--- config.mk ---
export PLATFORM = sky130hd
export DESIGN_NAME = fetch_nextpc_pred
export DESIGN_NICKNAME = d
export VERILOG_FILES = /design/src/rtl/fnp_pkg.sv /design/src/rtl/fnp_target_cache.sv /design/src/rtl/fnp_direction.sv /design/src/rtl/fetch_nextpc_pred.sv
export SDC_FILE = /design/constraint.sdc
export NUM_CORES = 1
export LEC_CHECK = 0
export ABC_AREA = 1
export CAP_MARGIN = 20
export CELL_PAD_IN_SITES_DETAIL_PLACEMENT = 1
export CELL_PAD_IN_SITES_GLOBAL_PLACEMENT = 1
export CORE_UTILIZATION = 42
export DETAILED_ROUTE_END_ITERATION = 7
export PLACE_DENSITY_LB_ADDON = 0.1
export SETUP_SLACK_MARGIN = 0.3
export SLEW_MARGIN = 20
export SYNTH_ARGS = -nofsm -noshare
export SYNTH_HDL_FRONTEND = slang
export SYNTH_SLANG_ARGS = --single-unit
--- constraint.sdc ---
create_clock -name clk -period 5.48 [get_ports clk]
set_input_delay 0.822 -clock clk [delete_from_list [all_inputs] [get_ports clk]]
set_output_delay 0.822 -clock clk [all_outputs]
set_load 0.02 [all_outputs]
--- src/rtl/fnp_pkg.sv ---
package fnp_pkg;
  typedef enum logic [1:0] {
    DIR_NEVER    = 2'b00,
    DIR_ALWAYS   = 2'b01,
    DIR_BACKWARD = 2'b10,
    DIR_HINT     = 2'b11
  } dir_mode_e;
endpackage

--- src/rtl/fnp_target_cache.sv ---
module fnp_target_cache #(
  parameter int PC_W    = 32,
  parameter int ENTRIES = 16,
  parameter int OFS_W   = 2
) (
  input  logic            clk,
  input  logic            rst_n,
  input  logic [PC_W-1:0] rd_pc,
  output logic            hit,
  output logic [PC_W-1:0] rd_tgt,
  input  logic            wr_en,
  input  logic [PC_W-1:0] wr_pc,
  input  logic [PC_W-1:0] wr_tgt
);
  localparam int IDX_W = $clog2(ENTRIES);
  localparam int TAG_W = PC_W - IDX_W - OFS_W;

  logic [ENTRIES-1:0] vld_vec;
  logic [TAG_W-1:0]   tag_arr [ENTRIES];
  logic [PC_W-1:0]    tgt_arr [ENTRIES];

  logic [IDX_W-1:0] wr_idx, rd_idx;
  logic [TAG_W-1:0] wr_tag, rd_tag;

  assign wr_idx = wr_pc[OFS_W +: IDX_W];
  assign wr_tag = wr_pc[PC_W-1 -: TAG_W];
  assign rd_idx = rd_pc[OFS_W +: IDX_W];
  assign rd_tag = rd_pc[PC_W-1 -: TAG_W];

  for (genvar e = 0; e < ENTRIES; e++) begin : g_ent
    logic            we;
    logic            v_q, v_d;
    logic [TAG_W-1:0] t_q;
    logic [PC_W-1:0]  g_q;

    assign we = wr_en && (wr_idx == IDX_W'(e));

    always_comb begin
      v_d = v_q;
      if (we) v_d = 1'b1;
    end

    always_ff @(posedge clk or negedge rst_n) begin
      if (!rst_n) v_q <= 1'b0;
      else        v_q <= v_d;
    end

    // payload flops carry no reset; valid bit qualifies them
    always_ff @(posedge clk) begin
      if (we) begin
        t_q <= wr_tag;
        g_q <= wr_tgt;
      end
    end

    assign vld_vec[e] = v_q;
    assign tag_arr[e] = t_q;
    assign tgt_arr[e] = g_q;
  end

  assign hit    = vld_vec[rd_idx] && (tag_arr[rd_idx] == rd_tag);
  assign rd_tgt = tgt_arr[rd_idx];

  AST_FILL_VISIBLE: assert property (@(posedge clk) disable iff (!rst_n)
    ($past(wr_en && rst_n) && (rd_pc == $past(wr_pc))) |-> (hit && (rd_tgt == $past(wr_tgt))));
endmodule

--- src/rtl/fnp_direction.sv ---
module fnp_direction #(
  parameter int PC_W = 32
) (
  input  fnp_pkg::dir_mode_e mode,
  input  logic               hint_bit,
  input  logic [PC_W-1:0]    pc,
  input  logic [PC_W-1:0]    tgt,
  output logic               taken
);
  import fnp_pkg::*;

  always_comb begin
    unique case (mode)
      DIR_NEVER:    taken = 1'b0;
      DIR_ALWAYS:   taken = 1'b1;
      DIR_BACKWARD: taken = (tgt < pc);
      DIR_HINT:     taken = hint_bit;
      default:      taken = 1'b0;
    endcase
  end
endmodule

--- src/rtl/fetch_nextpc_pred.sv ---
module fetch_nextpc_pred #(
  parameter int PC_W       = 32,
  parameter int ENTRIES    = 16,
  parameter int INST_BYTES = 4
) (
  input  logic            clk,
  input  logic            rst_n,
  input  logic [PC_W-1:0] fetch_pc,
  input  logic            hint_bit,
  input  logic [1:0]      mode,
  input  logic            rs_valid,
  input  logic [PC_W-1:0] rs_pc,
  input  logic            rs_taken,
  input  logic [PC_W-1:0] rs_target,
  input  logic            rs_mispredict,
  output logic [PC_W-1:0] next_pc,
  output logic            pred_taken,
  output logic            flush
);
  import fnp_pkg::*;

  localparam int OFS_W = $clog2(INST_BYTES);
  localparam logic [PC_W-1:0] STEP = PC_W'(INST_BYTES);

  // reset: asserted asynchronously, released on the clock
  logic [1:0] rsync_q, rsync_d;
  logic       rst_int_n;

  always_comb rsync_d = {rsync_q[0], 1'b1};

  always_ff @(posedge clk or negedge rst_n) begin
    if (!rst_n) rsync_q <= 2'b00;
    else        rsync_q <= rsync_d;
  end
  assign rst_int_n = rsync_q[1];

  logic            btb_hit;
  logic [PC_W-1:0] btb_tgt;
  logic            dir_taken;
  logic            fill_en;

  assign fill_en = rs_valid && rs_taken;

  fnp_target_cache #(
    .PC_W    (PC_W),
    .ENTRIES (ENTRIES),
    .OFS_W   (OFS_W)
  ) u_cache (
    .clk    (clk),
    .rst_n  (rst_int_n),
    .rd_pc  (fetch_pc),
    .hit    (btb_hit),
    .rd_tgt (btb_tgt),
    .wr_en  (fill_en),
    .wr_pc  (rs_pc),
    .wr_tgt (rs_target)
  );

  fnp_direction #(.PC_W(PC_W)) u_dir (
    .mode     (dir_mode_e'(mode)),
    .hint_bit (hint_bit),
    .pc       (fetch_pc),
    .tgt      (btb_tgt),
    .taken    (dir_taken)
  );

  logic [PC_W-1:0] seq_pc, fix_pc;
  logic            redirect;

  always_comb begin
    seq_pc     = fetch_pc + STEP;
    fix_pc     = rs_taken ? rs_target : (rs_pc + STEP);
    redirect   = rs_valid && rs_mispredict;
    pred_taken = !redirect && btb_hit && dir_taken;
    flush      = redirect;
    if (redirect)        next_pc = fix_pc;
    else if (pred_taken) next_pc = btb_tgt;
    else                 next_pc = seq_pc;
  end

  AST_SEQ_ON_NOT_TAKEN: assert property (@(posedge clk) disable iff (!rst_int_n)
    (!pred_taken && !flush) |-> (next_pc == fetch_pc + STEP));
  AST_TAKEN_NEEDS_HIT: assert property (@(posedge clk) disable iff (!rst_int_n)
    pred_taken |-> (btb_hit && next_pc == btb_tgt));
  AST_NEVER_MODE: assert property (@(posedge clk) disable iff (!rst_int_n)
    (mode == 2'b00) |-> !pred_taken);
  AST_BACKWARD_ONLY: assert property (@(posedge clk) disable iff (!rst_int_n)
    ((mode == 2'b10) && pred_taken) |-> (next_pc < fetch_pc));
  AST_REDIRECT_FALLTHRU: assert property (@(posedge clk) disable iff (!rst_int_n)
    (flush && !rs_taken) |-> (!pred_taken && next_pc == rs_pc + STEP));
endmodule

==> results.md <==
* Commonest register cell after synthesis: edfxtp_1
* DRT Pass-1 Iters at 5
* Synth async-reset ratio at 1.90%
* Area growth syn-to-layout at 24.5%
* Slew Limit Fails at 0
* Routed len/inst at 30.1 um
* Fraction of power consumed by sequential logic at 47.7%
* CTS H-Tree Depth at 3
* Worst r2r path cells at 0
* # rows at 113
* Routed length on met2 at 74200 um
* Worst Hold Class: primary input to asynchronous set/reset pin
* Starting Density at 42.4%
* First-pass GRT wire length at 216000 um
* Overflow after GRT at 0
* All-Layer GR Usage at 30.7%
* Clock Power Share at 42.0%
* F_max at 0.193 GHz
* Number of global-route vias before repair at 30.5k
* Syn_nets at 3502
* Core Region at 94900 sq um
* DR WL met3 at 11300 um
* I/O pin count at 138
* RSZ-0062 raised after global routing: yes
* Pre-CTS setup slack at -0.417 ns
* Setup WS post-layout at 0.293 ns
* Gate Count Post-Synth at 3362
* Share of the synthesized area in the top cell type at 69.3%
* Final Hold Viols at 0
* Nets@finish at 3905
* Synthesized area per cell at 12.0 sq um
* Status: complete, no violations
* Reg clk slew, reported paths at 0.06 ns
* Total Routed Length at 154000 um
* Initial DRC Count at 3260
* Slew @ Worst Pin at 1.11 ns
* Final Cycle Share at 94.7%
* Synth area leaders: edfxtp_1 (69%), o21ai_0 (5.9%), nor2_1 (5.6%), nand2_1 (2.9%), o22ai_1 (2.0%)
* Antenna violation net count after detailed routing at 0
* CTS tree: done
* R2R Setup Slk at 4.65 ns
* Layout cell share with drive strength beyond 1 at 17.8%
* Area leader, netlist: edfxtp_1
* P_leak at 17.7 nW
* Die area at 97000 sq um
* Critical Path Sink Type: output port
* HPWL Detailed at 95900 um
* Root Buffer: clkbuf_16
* Total number of vias at 30.3k
* Setup violators final at 0
* Critical Path Fanout Max at 12
* Switching share of power at 24.1%
* DR DRC count at 0
* MaxCap Viol Count at 0
* Final RePlAce weighted congestion at 0.963
* Top layer in use: met5
* Initial antenna violation count at 11
* WP data arrival at 4.37 ns
* EDFF count, synth at 928
* Largest net degree at the start of global routing at 114
* Cts bufs inserted at 103
* Launching point of the worst reg2reg path: rsync_q[1]$_DFF_PN0_
* Capture point of the worst reg-to-reg path: u_cache.g_ent[8].v_q$_DFFE_PN0P_
* Met1 Wirelength at 63300 um
* Worst setup SP type: primary input
* Chip height at 311 um
* Hold slack at 0.307 ns
* Library cells used by synthesis at 43
* Synth Cell Area at 40200 sq um
* Die width at 311 um
* Clock Latency Late Sink at 0.69 ns
* Slew headroom at 26.2%
* Sequential area share after synthesis at 70.4%
* Cell Pwr Density at 338 nW/um^2
* Tmin final at 5.19 ns
* Synth Warn # at 0
* Clock Skew at 0.0219 ns
* FF+latch count, synth at 946
* Final core utilization at 52.8%
* Pwr Total at 16.9 mW
* CTS sink cnt at 946
* NetSw at 4.08 mW
* CP Class: primary input to output port
* Comb pwr share at 10.3%
* Peak VDD IR at 250 uV
* Clk buf depth at 3
* Data required time of the worst path at 4.66 ns
* Internal power at 12.9 mW
* Port bufs at 137
* Via/cell ratio at 5.92
* Setup TNS Final at 0 ns
-- registers in the layout, summed over array words and instances (netlist names) --
signal and flops:
u_cache.g_ent.v_q 16, rsync_q 2, u_cache.g_ent.t_q 416, u_cache.g_ent.g_q 512
-- metal layers --
metal  global-route usage (%)  vias up
li1                         -    13100
met1                     41.5    15700
met5                        0        -
met4                     10.9        2
met2                     50.1     1269
met3                     5.14      242
-- layout by cell type, fill, tap and decap left out, types with 19 or more instances in the layout --
master / netlist / routed
xor2_1: 50 / 49
nor2_1: 599 / 574
o22ai_1: 130 / 120
o211ai_1: 66 / 66
nand3_1: 159 / 148
o21ai_1: 39 / 73
inv_1: 139 / 139
edfxtp_1: 928 / 928
clkdlybuf4s50_1: 0 / 100
nand2_1: 315 / 304
o221ai_1: 58 / 46
ha_1: 36 / 32
buf_4: 14 / 299
a21oi_1: 20 / 20
clkinv_1: 3 / 20
clkinv_2: 0 / 26
o21ai_0: 473 / 432
clkbuf_16: 0 / 119
buf_12: 0 / 46
nand4_1: 19 / 19
-- power groups by stage --
stage | combinational (mW) | sequential (mW) | clock [mW]
after floorplan | 0.693 | 8.22 | 0
after global placement | 1.58 | 8.22 | 0
after detailed placement | 1.62 | 8.23 | 0
after CTS | 1.63 | 8.07 | 7.20
after global routing | 1.85 | 8.08 | 7.42
final | 1.75 | 8.08 | 7.12
-- area by class of cell --
| type | instances | area (sq um) |
|---|---|---|
| Antenna cell | 5 | 12.5 |
| Clock buffer | 122 | 2760 |
| Clock inverter | 67 | 681 |
| Fill cell | 9665 | 44800 |
| Inverter | 148 | 596 |
| Multi-Input combinational cell | 2058 | 11000 |
| Sequential cell | 946 | 28300 |
| Tap cell | 1265 | 1580 |
| Timing Repair Buffer | 505 | 5090 |
| Timing Repair inverter | 3 | 33.8 |
-- critical path, cell delays in order --
cell and delay, ns:
buf_16 0.15, buf_12 0.13, inv_8 0.05, buf_4 0.19
nor2_1 0.13, o22ai_1 0.13, a22o_1 0.24, a31oi_2 0.18
inv_1 0.07, ha_1 0.29, nand4_1 0.14, a31oi_1 0.08
a2111oi_2 0.42, nand2_1 0.11, nand2_1 0.08, nand2_1 0.06
nand2_2 0.12, nand2_4 0.07, buf_4 0.15, buf_4 0.16
nand2_1 0.06, nand3_1 0.17, nand2_2 0.18, buf_4 0.16
-- how the worst max path moves through the flow --
stage,start,endpoint,slack (ns),cells after the start
after floorplan,fetch_pc[2],next_pc[11],0.65,24
after global placement,fetch_pc[5],next_pc[29],-0.29,24
after detailed placement,fetch_pc[5],next_pc[29],-0.42,22
after CTS,fetch_pc[2],next_pc[29],0.20,25
after global routing,fetch_pc[2],next_pc[26],0.23,24
final,fetch_pc[2],next_pc[26],0.29,24
-- cells by family after synthesis --
| logic type | Yosys count | synth area share (%) |
|---|---|---|
| AND/OR/NAND/NOR | 1136 | 11.5 |
| flip-flops | 946 | 70.4 |
| AO/OA/AOI/OAI | 828 | 11.9 |
| buffers and inverters | 358 | 3.75 |
| XOR/XNOR | 57 | 1.24 |
| adder cells (fa/ha/maj) | 36 | 1.12 |
| other | 1 | 0.00933 |
-- synthesized netlist by cell type (2+ instances only) --
library cell / n
edfxtp_1: 928
nor2_1: 599
o21ai_0: 473
nand2_1: 315
nand3_1: 159
inv_1: 139
o22ai_1: 130
clkbuf_1: 125
o211ai_1: 66
buf_2: 58
o221ai_1: 58
xor2_1: 50
o21ai_1: 39
ha_1: 36
a21oi_1: 20
a31oi_1: 20
nand4_1: 19
dfrtp_1: 18
a22o_1: 16
buf_4: 14
nor3_1: 13
or2_2: 8
buf_1: 7
xnor2_1: 7
inv_2: 6
nor2_2: 6
buf_6: 5
nor3_2: 4
a211oi_1: 3
clkinv_1: 3
nor4_1: 3
and2_1: 2
and3_1: 2
nand3_2: 2
-- per-stage QoR --
stage | std cells | instance area, sq um
after floorplan | 3362 | 40200
after global placement | 4901 | 45600
after detailed placement | 4901 | 45600
after CTS | 5093 | 49100
after global routing | 5117 | 50000
final | 5119 | 50100
-- what timing repair did --
item	4_1_cts	5_1_grt
hold buffers	0	0
setup buffers	3	7
gates cloned	0	14
resized for setup	60	189
setup endpoints to repair	33	33
pin swaps	4	26
Power figures use the tool's default switching activity.
